==> src/rtl/disp_pkg.sv <==
package disp_pkg;
  typedef enum logic [1:0] {
    ISSUE_NONE  = 2'd0,
    ISSUE_OLDER = 2'd1,
    ISSUE_PAIR  = 2'd2
  } issue_e;
endpackage

==> src/rtl/disp_window.sv <==
module disp_window
  import disp_pkg::*;
#(
  parameter int IW = 25
) (
  input  logic          clk,
  input  logic          rst,
  input  issue_e        issue_sel,
  input  logic [1:0]    in_valid_i,
  input  logic [IW-1:0] in_instr0_i,
  input  logic [IW-1:0] in_instr1_i,
  output logic [1:0]    in_ready_o,
  output logic          head_valid_o,
  output logic [IW-1:0] head_instr_o,
  output logic          next_valid_o,
  output logic [IW-1:0] next_instr_o
);
  logic          head_v_q, next_v_q;
  logic [IW-1:0] head_q, next_q;
  logic          keep0_v, keep1_v;
  logic [IW-1:0] keep0, keep1;
  logic          acc0, acc1;

  // places left over after this cycle's issue, oldest first
  always_comb begin
    keep0_v = 1'b0; keep0 = head_q;
    keep1_v = 1'b0; keep1 = next_q;
    case (issue_sel)
      ISSUE_NONE: begin
        keep0_v = head_v_q; keep1_v = next_v_q;
      end
      ISSUE_OLDER: begin
        keep0_v = next_v_q; keep0 = next_q;
      end
      default: ;
    endcase
  end

  assign in_ready_o = {!keep0_v, !keep1_v};
  assign acc0 = in_valid_i[0] && in_ready_o[0];
  assign acc1 = in_valid_i[0] && in_valid_i[1] && in_ready_o[1];

  always_ff @(posedge clk) begin
    if (rst) begin
      head_v_q <= 1'b0;
      next_v_q <= 1'b0;
      head_q   <= '0;
      next_q   <= '0;
    end else if (!keep0_v) begin
      head_v_q <= acc0;
      head_q   <= in_instr0_i;
      next_v_q <= acc1;
      next_q   <= in_instr1_i;
    end else if (!keep1_v) begin
      head_v_q <= 1'b1;
      head_q   <= keep0;
      next_v_q <= acc0;
      next_q   <= in_instr0_i;
    end else begin
      head_v_q <= 1'b1;
      head_q   <= keep0;
      next_v_q <= 1'b1;
      next_q   <= keep1;
    end
  end

  assign head_valid_o = head_v_q;
  assign head_instr_o = head_q;
  assign next_valid_o = next_v_q;
  assign next_instr_o = next_q;

  AST_WINDOW_PACKED: assert property (@(posedge clk) disable iff (rst)
    next_v_q |-> head_v_q);
  AST_EMPTY_NO_ISSUE: assert property (@(posedge clk) disable iff (rst)
    (issue_sel != ISSUE_NONE) |-> head_v_q);
  AST_PAIR_NEEDS_TWO: assert property (@(posedge clk) disable iff (rst)
    (issue_sel == ISSUE_PAIR) |-> next_v_q);
  AST_FULL_HOLD_BLOCKS: assert property (@(posedge clk) disable iff (rst)
    (head_v_q && next_v_q && issue_sel == ISSUE_NONE) |-> (in_ready_o == 2'b00));
endmodule

==> src/rtl/disp_interval.sv <==
module disp_interval #(
  parameter int II   = 1,
  parameter int CW   = 3
) (
  input  logic clk,
  input  logic rst,
  input  logic go_i,
  input  logic ext_busy_i,
  output logic busy_o
);
  localparam logic [CW-1:0] RELOAD = CW'(II - 1);
  logic [CW-1:0] cnt_q;

  always_ff @(posedge clk) begin
    if (rst)                cnt_q <= '0;
    else if (go_i)          cnt_q <= RELOAD;
    else if (cnt_q != '0)   cnt_q <= cnt_q - 1'b1;
  end

  assign busy_o = ext_busy_i || (cnt_q != '0);

  AST_GO_WHEN_FREE: assert property (@(posedge clk) disable iff (rst)
    go_i |-> (cnt_q == '0 && !ext_busy_i));
  AST_INTERVAL_GAP: assert property (@(posedge clk) disable iff (rst)
    (go_i && II > 1) |=> !go_i);
endmodule

==> src/rtl/disp_select.sv <==
module disp_select #(
  parameter int NUM_UNITS = 4,
  parameter int UNIT_W    = 2,
  parameter int REG_W     = 5
) (
  input  logic                 head_v,
  input  logic [UNIT_W-1:0]    head_unit,
  input  logic [REG_W-1:0]     head_dst,
  input  logic                 next_v,
  input  logic [UNIT_W-1:0]    next_unit,
  input  logic [REG_W-1:0]     next_srca,
  input  logic [REG_W-1:0]     next_srcb,
  input  logic [REG_W-1:0]     next_dst,
  input  logic [NUM_UNITS-1:0] unit_busy,
  output logic                 take_head,
  output logic                 take_next
);
  logic head_writes, raw_hit, waw_hit, same_unit;

  always_comb begin
    head_writes = (head_dst != '0);
    raw_hit     = head_writes && ((next_srca == head_dst) || (next_srcb == head_dst));
    waw_hit     = head_writes && (next_dst == head_dst);
    same_unit   = (next_unit == head_unit);
    take_head   = head_v && !unit_busy[head_unit];
    take_next   = take_head && next_v && !unit_busy[next_unit]
                  && !same_unit && !raw_hit && !waw_hit;
  end
endmodule

==> src/rtl/dual_issue_dispatch.sv <==
module dual_issue_dispatch
  import disp_pkg::*;
#(
  parameter int NUM_UNITS = 4,
  parameter int REG_W     = 5,
  parameter int TAG_W     = 8,
  parameter int II_W      = 3,
  parameter logic [NUM_UNITS*II_W-1:0] UNIT_II = {3'd3, 3'd2, 3'd1, 3'd1},
  localparam int UNIT_W   = (NUM_UNITS > 1) ? $clog2(NUM_UNITS) : 1,
  localparam int IW       = UNIT_W + 3*REG_W + TAG_W
) (
  input  logic                 clk,
  input  logic                 rst,
  input  logic [1:0]           in_valid_i,
  input  logic [IW-1:0]        in_instr0_i,
  input  logic [IW-1:0]        in_instr1_i,
  output logic [1:0]           in_ready_o,
  input  logic [NUM_UNITS-1:0] unit_busy_i,
  output logic                 iss0_valid_o,
  output logic [IW-1:0]        iss0_instr_o,
  output logic                 iss1_valid_o,
  output logic [IW-1:0]        iss1_instr_o,
  output logic [NUM_UNITS-1:0] unit_go_o,
  output logic                 stall_o
);
  localparam int SA_LO = UNIT_W;
  localparam int SB_LO = UNIT_W + REG_W;
  localparam int DS_LO = UNIT_W + 2*REG_W;

  logic          head_v, next_v;
  logic [IW-1:0] head_i, next_i;
  logic          take_head, take_next;
  issue_e        issue_sel;
  logic [NUM_UNITS-1:0] go_now, unit_occ;

  disp_window #(.IW(IW)) u_window (
    .clk, .rst,
    .issue_sel    (issue_sel),
    .in_valid_i   (in_valid_i),
    .in_instr0_i  (in_instr0_i),
    .in_instr1_i  (in_instr1_i),
    .in_ready_o   (in_ready_o),
    .head_valid_o (head_v),
    .head_instr_o (head_i),
    .next_valid_o (next_v),
    .next_instr_o (next_i)
  );

  disp_select #(.NUM_UNITS(NUM_UNITS), .UNIT_W(UNIT_W), .REG_W(REG_W)) u_select (
    .head_v    (head_v),
    .head_unit (head_i[UNIT_W-1:0]),
    .head_dst  (head_i[DS_LO +: REG_W]),
    .next_v    (next_v),
    .next_unit (next_i[UNIT_W-1:0]),
    .next_srca (next_i[SA_LO +: REG_W]),
    .next_srcb (next_i[SB_LO +: REG_W]),
    .next_dst  (next_i[DS_LO +: REG_W]),
    .unit_busy (unit_occ),
    .take_head (take_head),
    .take_next (take_next)
  );

  assign issue_sel = take_next ? ISSUE_PAIR : (take_head ? ISSUE_OLDER : ISSUE_NONE);

  always_comb begin
    go_now = '0;
    if (take_head) go_now[head_i[UNIT_W-1:0]] = 1'b1;
    if (take_next) go_now[next_i[UNIT_W-1:0]] = 1'b1;
  end

  for (genvar u = 0; u < NUM_UNITS; u++) begin : g_unit
    localparam int UII = int'(UNIT_II[u*II_W +: II_W]);
    disp_interval #(.II(UII), .CW(II_W)) u_interval (
      .clk, .rst,
      .go_i       (go_now[u]),
      .ext_busy_i (unit_busy_i[u]),
      .busy_o     (unit_occ[u])
    );
    AST_BUSY_HONORED: assert property (@(posedge clk) disable iff (rst)
      unit_go_o[u] |-> !$past(unit_busy_i[u]));
  end

  always_ff @(posedge clk) begin
    if (rst) begin
      iss0_valid_o <= 1'b0;
      iss1_valid_o <= 1'b0;
      iss0_instr_o <= '0;
      iss1_instr_o <= '0;
      unit_go_o    <= '0;
      stall_o      <= 1'b0;
    end else begin
      iss0_valid_o <= take_head;
      iss1_valid_o <= take_next;
      iss0_instr_o <= head_i;
      iss1_instr_o <= next_i;
      unit_go_o    <= go_now;
      stall_o      <= head_v && !take_head;
    end
  end

  AST_YOUNG_NEEDS_OLD: assert property (@(posedge clk) disable iff (rst)
    iss1_valid_o |-> iss0_valid_o);
  AST_ONE_PER_UNIT: assert property (@(posedge clk) disable iff (rst)
    $countones(unit_go_o) == (32'(iss0_valid_o) + 32'(iss1_valid_o)));
  AST_NO_RAW_PAIR: assert property (@(posedge clk) disable iff (rst)
    (iss1_valid_o && iss0_instr_o[DS_LO +: REG_W] != '0) |->
      (iss1_instr_o[SA_LO +: REG_W] != iss0_instr_o[DS_LO +: REG_W] &&
       iss1_instr_o[SB_LO +: REG_W] != iss0_instr_o[DS_LO +: REG_W]));
  AST_NO_WAW_PAIR: assert property (@(posedge clk) disable iff (rst)
    (iss1_valid_o && iss0_instr_o[DS_LO +: REG_W] != '0) |->
      (iss1_instr_o[DS_LO +: REG_W] != iss0_instr_o[DS_LO +: REG_W]));
  AST_STALL_QUIET: assert property (@(posedge clk) disable iff (rst)
    stall_o |-> !iss0_valid_o);
endmodule

==> config.mk <==
export PLATFORM = sky130hd
export DESIGN_NAME = dual_issue_dispatch
export DESIGN_NICKNAME = d
export VERILOG_FILES = /design/src/rtl/disp_pkg.sv /design/src/rtl/disp_window.sv /design/src/rtl/disp_interval.sv /design/src/rtl/disp_select.sv /design/src/rtl/dual_issue_dispatch.sv
export SDC_FILE = /design/constraint.sdc
export NUM_CORES = 1
export LEC_CHECK = 0
export BUFFER_PORTS_ARGS = -buffer_cell sky130_fd_sc_hd__buf_2
export CAP_MARGIN = 20
export CORE_MARGIN = 5
export CORE_UTILIZATION = 54
export DETAILED_ROUTE_END_ITERATION = 8
export PLACE_DENSITY = 0.8
export SLEW_MARGIN = 5
export SYNTH_ARGS = -nofsm -noshare
export SYNTH_HDL_FRONTEND = slang
export SYNTH_SLANG_ARGS = --single-unit
==> constraint.sdc <==
create_clock -name clk -period 3.24 [get_ports clk]
set_clock_uncertainty 0.1 [all_clocks]
set_input_delay 0.486 -clock clk [delete_from_list [all_inputs] [get_ports clk]]
set_output_delay 0.486 -clock clk [all_outputs]
set_load 0.005 [all_outputs]
==> flow_summary.yaml, run 1 <==
timing:
  hold_viol_final: 0
  tightest_slew_ps: 977
  fmax_ghz: 0.313
  finalSetupViolCount: 0
  finalCritPeriodShare_pct: 98.6
  drv_slew: 0
  finalCriticalPeriod_ps: 3200
  whs_ps: 123
  relSlewSlack_pct: 34.9
setup_path:
  reg2reg_setup_slack_ps: 350
  path_class: "reg -> out"
  critPathLaunchType: "flip-flop"
  worstPathArrival_ps: 2610
  slowest_delay_ps: 340
  cpMaxStageDelayCell: "a2111oi_4"
  r2r-start: "g_unit[1].u_interval.cnt_q[0]"
  cp.depth: 10
  crit_family: "compound AO/OA/AOI/OAI gates"
  r2r_end: "g_unit[2].u_interval.cnt_q[1]"
  required_ps: 2650
  critPathCaptureType: "output pin"
  cp_cell_sequence: "inv_1 > ha_2 > nor3b_4 > nand3_2 > a31o_4 > a2111oi_4 > buf_4 > nor2_8 > inv_2 > buf_2"
  r2r_cells: 11
  cp_max_fo: 7
  critPathBufInv: 4
  startpoint: "g_unit[1].u_interval.cnt_q[0]"
route:
  viasPerCell: 5.58
  dr.pass1.iters: 5
  num_vias: 4508
  drt_iter0_markers: 254
  drc: 0
  ant_nets: 0
  routed_wl_um: 13800
  wl_per_cell_um: 17.0
yosys:
  synth.distinct_cells: 49
  synth_nets: 622
  synthCells: 558
  ys.flop_type: "dfxtp_1"
  synth_edf_count: 0
  synth_commonest_cells: "dfxtp_1 (121), nor2_1 (76), nor2b_1 (50), nand2_1 (47), a21oi_1 (29)"
  ys_warn_count: 0
  yosysTopAreaCellShare_pct: 46.5
  synth.most_common_cell: "dfxtp_1"
  synth_top_area_cell: "dfxtp_1"
  async_reset_ff_share_pct: 0
  synth_seq_area_share_pct: 46.5
  yosys_register_bits: 121
  netlist_top_cells_area: "dfxtp_1 (47%), a2111oi_2 (6.3%), nor2b_1 (6.0%)"
  syn_area_per_cell_um2: 9.33
  syn_area_um2: 5200
clock_tree:
  clk_pin_slew_worst_paths_ps: 60
  cts_buffer_depth: 2
  tritoncts: "built"
  cts-buffers-inserted: 17
  htreeDepth: 4
  clock_sinks: 121
  cts_hold_buf: 0
  insertion_delay_ps: 530
  clockRootBuffer: "clkbuf_8"
cells_and_area:
  num_antenna_cells: 0
  drive_gt1_share_pct: 31.5
  area_delta_synth_final_pct: 25.6
  nNetsFinal: 730
  stdcell_count: 808
min_path:
  min_to: "u_window.head_valid_o"
  hold_path_depth: 3
  hold_path.class: "in -> reg"
  min_from: "in_valid_i[0]"
power:
  ir_drop_mv: 0.485
  p_leak_nw: 2.71
  power_density_nw_per_um2: 798
grt:
  antenna_found_initial: 0
  grt_usage_pct: 24.0
  grt_pass1_wl_um: 22100
  grt_max_degree: 89
  grt_pass1_vias: 4361
  overflow: 0
floorplan:
  die_w_um: 108
  num_rows: 35
  start_util_pct: 55.8
  core-area_um2: 9330
  die-height_um: 108
  die_area_um2: 11700
  ioPinCount: 117
placed_design:
  hpwl_um: 9030
  place_inst: 770
  port-buffer-count: 116
  gp_congestion: 0.852
flow_run:
  cap_violations: 0
run_status:
  status: "complete, no violations"
==> metal layers <==
metal / vias up / wire (µm) / global-route usage (%) / part of all wire, %
met5: - / 0 / 0 / 0
met1: 2121 / 5570 / 30.1 / 40
met3: 30 / 1120 / 6.27 / 8.1
li1: 2143 / - / - / -
met2: 214 / 6730 / 39.3 / 49
met4: 0 / 338 / 9.92 / 2.5
==> final cells by class <==
cell class              instances  area, µm²
fillers                       681       2790
multi-input cells             377       2530
flip-flops and latches        121       2420
repair buffers                138        748
clock buffers                  21        459
clock inverters                11        169
well taps                     129        161
inverters                      11       41.3
==> sequential cells by signal (all words and copies together) (netlist names) <==
signal,cells
iss1_instr_o,25
iss0_valid_o,1
u_window.head_valid_o,1
g_unit.u_interval.cnt_q,12
u_window.next_valid_o,1
u_window.next_instr_o,25
unit_go_o,4
iss0_instr_o,25
u_window.head_instr_o,25
iss1_valid_o,1
stall_o,1
==> worst register-to-register path, stage by stage (launching register included) <==
cell and delay [ps]:
dfxtp_1 320, inv_1 90, ha_2 200, nor3b_4 220
nand3_2 140, a31o_4 330, a2111oi_4 340, buf_4 210
buf_4 110, buf_4 280, a31oi_1 190, nor3b_1 200
==> kinds of logic (layout without fill, tap and decap cells) <==
logic type | count (synthesis) | count (layout) | share of synthesized area [%]
DFF | 121 | 121 | 46.5
AOI/OAI and AO/OA | 119 | 119 | 19.3
adders and majority gates | 6 | 6 | 1.44
buffers and inverters | 60 | 181 | 5.82
xor gates and xnor gates | 20 | 20 | 3.37
muxes | 4 | 4 | 1.01
and+or+nand+nor | 228 | 228 | 22.6
==> how the worst max path moves through the flow <==
stage	to	slack, ps
after CTS	in_ready_o[1]	3
after global routing	in_ready_o[1]	-80
final	in_ready_o[1]	40
after detailed placement	u_window.next_instr_o[0]	340
after global placement	u_window.next_instr_o[0]	460
after floorplan	in_ready_o[1]	680
==> power by group <==
group          switching, mW  internal [mW]
combinational          0.731          0.575
sequential             0.179           1.74
clock                  0.683           1.31
total                   1.59           3.62
==> timing repair <==
item                                    CTS  global route
setup buffers                             0             6
pin swaps                                 0             3
endpoints found under the setup margin    1             1
resized for setup                         3             9
==> cell usage in the layout (no fill, tap or decap), types with 3 or more instances in the layout <==
cell	n
dfxtp_1	121
buf_2	115
nor2_1	76
nor2b_1	50
nand2_1	47
a21oi_1	29
o21ai_0	27
buf_4	23
a2111oi_2	22
nor3b_1	20
o211ai_1	18
clkbuf_16	16
xnor2_1	13
nor3_1	9
nand3_1	9
inv_1	8
xor2_1	7
a311oi_1	7
ha_1	4
clkbuf_8	4
bufinv_16	4
clkinvlp_4	4
inv_2	3
mux2i_1	3
==> per-stage QoR <==
stage          power (mW)  setup TNS (ps)  setup WS (ps)  utilization [%]  instance area [µm²]
4_1_cts              5.16               0           2.62             69.1                 6450
6_report             5.22               0           44.6             70.1                 6540
2_1_floorplan        2.83               0            677                -                 5200
3_3_place_gp         3.10               0            460             62.3                 5810
3_5_place_dp         3.16               0            345             62.3                 5810
5_1_grt              5.46           -77.8          -77.8             70.1                 6540
(Power assumes the default switching activity.)
==> inputs of run 2 (changes only) <==
- BUFFER_PORTS_ARGS: -buffer_cell sky130_fd_sc_hd__buf_2 -> -buffer_cell sky130_fd_sc_hd__buf_4
- CTS_BUF_LIST: not set -> sky130_fd_sc_hd__clkbuf_16
==> run 2 against run 1 <==
  * Clock power grew 3%
  * Flip-flop and latch count did not move
  * Critical path depth is 1 lower
  * Critical path type unchanged
  * Largest power group unchanged
==> flow_summary.yaml, run 2 (synthesized netlist as in run 1, its figures left out) <==
grt:
  grt_pass1_vias: 4642
  grt_max_degree: 88
  overflow: 0
  grt_usage_pct: 24.7
  grt_pass1_wl_um: 22900
  antenna_found_initial: 0
floorplan:
  die_area_um2: 11700
  core-area_um2: 9330
  die-height_um: 108
  ioPinCount: 117
  start_util_pct: 55.8
  die_w_um: 108
  num_rows: 35
timing:
  hold_viol_final: 0
  setup_tns_ps: 0
  whs_ps: 239
  drv_slew: 0
  relSlewSlack_pct: 36.5
  tightest_slew_ps: 953
  finalCriticalPeriod_ps: 3120
  finalSetupViolCount: 0
  fmax_ghz: 0.320
  finalCritPeriodShare_pct: 96.4
setup_path:
  worstPathArrival_ps: 2540
  cp_cell_sequence: "inv_1 > ha_1 > nor3b_4 > nand3_1 > a31o_4 > o21a_4 > nor2_8 > inv_2 > buf_4"
  path_class: "reg -> out"
  cp_max_fo: 14
  cpMaxStageDelayCell: "a31o_4"
  required_ps: 2650
  critPathLaunchType: "flip-flop"
  slowest_delay_ps: 360
  critPathCaptureType: "output pin"
clock_tree:
  cts-buffers-inserted: 17
  tritoncts: "built"
  cts_buffer_depth: 2
  cts_hold_buf: 0
  clk_pin_slew_worst_paths_ps: 60
  htreeDepth: 4
  insertion_delay_ps: 420
  clockRootBuffer: "clkbuf_16"
  clock_sinks: 121
cells_and_area:
  stdcell_count: 803
  mostFrequentLayoutCell: "buf_4"
  drive_gt1_share_pct: 30.4
  nNetsFinal: 725
  area_delta_synth_final_pct: 30.1
  mostFrequentLayoutCells: "buf_4 (132), dfxtp_1 (121), nor2_1 (76), nor2b_1 (50), nand2_1 (47)"
  num_antenna_cells: 0
  fin_area_um2: 6770
route:
  routed_wl_um: 14300
  viasPerCell: 5.71
  drc: 0
  num_vias: 4587
  wl_per_cell_um: 17.8
  drt_iter0_markers: 304
  dr.pass1.iters: 5
  ant_nets: 0
power:
  p_sw_mw: 1.67
  combPwrFrac_pct: 25.5
  sw_frac_of_total_pct: 31.3
  p_leak_nw: 2.76
  intPower_mw: 3.66
  p_seq_share_pct: 36.1
  power_density_nw_per_um2: 786
  p_clk_share_pct: 38.4
  ir_drop_mv: 0.478
placed_design:
  hpwl_um: 9330
  place_inst: 770
  port-buffer-count: 116
  gp_congestion: 0.855
  dpl_cell_area_um2: 6100
flow_run:
  cap_violations: 0
min_path:
  hold_path.class: "in -> reg"
run_status:
  status: "complete, no violations"
run 2: cell count changes in the layout (fill, tap and decap cells not counted), moves of 3 or more:
cell        before  now
buf_2          115    0
buf_4           23  132
clkbuf_8         4    0
clkinvlp_4       4    1
inv_6            0    5
run 2: layer usage:
metal / GRT usage [%] / part of all wire (%) / up-vias
li1: - / - / 2132
met1: 30.0 / 39 / 2152
met2: 41.9 / 50 / 263
met3: 6.27 / 8.7 / 40
met4: 9.92 / 2.8 / 0
met5: 0 / 0 / -
run 2: worst paths after layout:
path                                      start                        to  slack, ps  cells after the start
setup / recovery  g_unit[1].u_interval.cnt_q[0]             in_ready_o[1]        120                      9
setup reg to reg  g_unit[2].u_interval.cnt_q[1]  u_window.next_instr_o[3]        330                     10
hold reg to reg       u_window.head_instr_o[17]          iss0_instr_o[17]        360                      1
hold / removal                    in_valid_i[0]     u_window.head_valid_o        240                      3
run 2: timing repair:
| item | 4_1_cts | 5_1_grt |
|---|---|---|
| cloned | 0 | 1 |
| endpoints found under the hold margin | 0 | 0 |
| endpoints found under the setup margin | 1 | 2 |
| gates resized for setup | 1 | 5 |
| buffers inserted | 0 | 0 |
run 2: cell type report:
| type | count | area (µm²) |
|---|---|---|
| Clock buffer | 17 | 425 |
| Clock inverter | 15 | 214 |
| Fill cell | 650 | 2550 |
| Inverter | 11 | 41.3 |
| Multi-Input combinational cell | 378 | 2520 |
| Sequential cell | 121 | 2420 |
| Tap cell | 129 | 161 |
| Timing Repair Buffer | 132 | 991 |
run 2: through the flow:
step	worst slack [ps]	power (mW)	util [%]
2_1_floorplan	677	2.83	-
3_3_place_gp	441	3.17	65.4
3_5_place_dp	219	3.24	65.4
4_1_cts	19.2	5.27	72.3
5_1_grt	-14.0	5.56	72.6
6_report	117	5.33	72.6
run 2: power by group through the flow:
stage | sequential [mW] | combinational (mW) | clock (mW)
after detailed placement | 1.94 | 1.30 | 0
final | 1.92 | 1.36 | 2.04
after global placement | 1.93 | 1.24 | 0
after floorplan | 1.87 | 0.966 | 0
after global routing | 1.95 | 1.49 | 2.12
after CTS | 1.91 | 1.32 | 2.04
run 2: critical path, delay by kind of cell, from the launching register on:
| kind | cells | cell delay, ps |
|---|---|---|
| adder cells (fa/ha/maj) | 1 | 200 |
| buffers and inverters | 3 | 290 |
| AO/OA/AOI/OAI | 2 | 660 |
| flip-flops | 1 | 330 |
| AND/OR/NAND/NOR | 3 | 650 |
==> inputs of run 3 (changes only) <==
- RECOVER_POWER: not set -> 25
==> run 3 against run 2 <==
  * The run now ends with max-capacitance violations, max-slew violations left
  * Non-clock buffer count stayed put
  * Die area unchanged
  * Via count fell by 0.55%
  * Cell area hardly changed
==> flow_summary.yaml, run 3 (synthesized netlist as in run 1, its figures left out) <==
floorplan:
  num_rows: 35
  die_w_um: 108
  die_area_um2: 11700
  core-area_um2: 9330
  ioPinCount: 117
  die-height_um: 108
  start_util_pct: 55.8
clock_tree:
  clock_sinks: 121
  cts-buffers-inserted: 17
  clk_pin_slew_worst_paths_ps: 60
  clockRootBuffer: "clkbuf_16"
  tritoncts: "built"
  cts_buffer_depth: 2
  htreeDepth: 4
  cts_hold_buf: 0
  insertion_delay_ps: 410
min_path:
  min_to: "u_window.head_valid_o"
  min_from: "in_valid_i[0]"
  hold_path_depth: 3
  hold_path.class: "in -> reg"
route:
  viasPerCell: 5.68
  wl_per_cell_um: 17.7
  routed_wl_um: 14200
  drt_iter0_markers: 327
  drc: 0
  num_vias: 4562
  dr.pass1.iters: 5
  ant_nets: 0
setup_path:
  path_class: "reg -> out"
  cpMaxStageDelayCell: "a31o_4"
  required_ps: 2650
  worstPathArrival_ps: 2520
  cp_max_fo: 14
  r2r_end: "u_window.next_instr_o[0]"
  slowest_delay_ps: 360
  reg2reg_setup_slack_ps: 310
  r2r-start: "g_unit[1].u_interval.cnt_q[0]"
  critPathCaptureType: "output pin"
  cp_cell_sequence: "inv_1 > ha_1 > nor3b_4 > nand3_1 > a31o_4 > o21a_4 > nor2_8 > inv_2 > buf_4"
  critPathLaunchType: "flip-flop"
  r2r_cells: 9
power:
  p_leak_nw: 2.75
  power_density_nw_per_um2: 785
  finalPower_mw: 5.31
  ir_drop_mv: 0.476
cells_and_area:
  nNetsFinal: 725
  area_delta_synth_final_pct: 30.1
  num_antenna_cells: 0
  fin_area_um2: 6770
  mostFrequentLayoutCells: "buf_4 (127), dfxtp_1 (121), nor2_1 (76), nor2b_1 (50), nand2_1 (47)"
  mostFrequentLayoutCell: "buf_4"
  drive_gt1_share_pct: 30.4
  stdcell_count: 803
grt:
  grt_pass1_wl_um: 22900
  overflow: 0
  grt_pass1_vias: 4642
  antenna_found_initial: 0
  grt_usage_pct: 24.7
  grt_max_degree: 88
timing:
  tightest_slew_ps: 1910
  finalCriticalPeriod_ps: 3110
  finalCritPeriodShare_pct: 95.8
  drv_slew: 88
  finalSetupViolCount: 0
  fmax_ghz: 0.322
  relSlewSlack_pct: -27.4
  hold_viol_final: 0
placed_design:
  gp_congestion: 0.855
  place_inst: 770
  dpl_cell_area_um2: 6100
  hpwl_um: 9330
  port-buffer-count: 116
flow_run:
  cap_violations: 1
run_status:
  status: "finished, violations left"
  violations: "max-capacitance violations, max-slew violations"
## run 3: per-layer routing
layer | vias up | global-route usage, % | share of wire, %
li1 | 2139 | - | -
met1 | 2114 | 30.0 | 38
met2 | 275 | 41.9 | 50
met3 | 34 | 6.27 | 9.6
met4 | 0 | 9.92 | 2.4
met5 | - | 0 | 0
## run 3: critical path, delay by kind of cell, from the launching register on
kind,cells,cell delay [ps]
buffers and inverters,3,290
adders and majority gates,1,200
AOI/OAI and AO/OA,2,660
DFF,1,330
and+or+nand+nor,3,640
## run 3: stage by stage
step,hold slack [ps],util [%],worst slack [ps],setup TNS (ps)
5_1_grt,246,72.6,-14.0,-14.0
6_report,245,72.6,134,0
3_5_place_dp,356,65.4,219,0
2_1_floorplan,348,-,677,0
3_3_place_gp,355,65.4,441,0
4_1_cts,236,72.3,19.2,0
## run 3: worst max path at each step
| stage | from | to | slack (ps) | depth (start not counted) |
|---|---|---|---|---|
| 6_report | g_unit[1].u_interval.cnt_q[0] | in_ready_o[1] | 130 | 9 |
| 5_1_grt | g_unit[1].u_interval.cnt_q[0] | in_ready_o[1] | -10 | 9 |
| 4_1_cts | g_unit[2].u_interval.cnt_q[0] | in_ready_o[1] | 20 | 9 |
| 3_5_place_dp | unit_busy_i[1] | u_window.next_instr_o[0] | 220 | 8 |
| 3_3_place_gp | unit_busy_i[2] | u_window.next_instr_o[0] | 440 | 8 |
| 2_1_floorplan | g_unit[2].u_interval.cnt_q[0] | in_ready_o[1] | 680 | 11 |
## run 3: area by class of cell
| cell class | count | area [µm²] |
|---|---|---|
| clock buffers | 17 | 425 |
| clock inverters | 15 | 214 |
| fillers | 651 | 2560 |
| inverters | 11 | 41.3 |
| multi-input cells | 378 | 2520 |
| flip-flops and latches | 121 | 2420 |
| well taps | 129 | 161 |
| repair buffers | 132 | 988 |
## run 3: what timing repair did
item,CTS,global route
hold endpoints to repair,0,0
gates cloned,0,1
endpoints found under the setup margin,1,2
gates resized for setup,1,5
buffers inserted,0,0
## run 3: power breakdown
part | internal (mW) | switching (mW) | leakage (nW)
Combinational | 0.611 | 0.746 | 1.44
Sequential | 1.74 | 0.180 | 0.998
Clock | 1.31 | 0.731 | 0.311
Total | 3.66 | 1.66 | 2.75
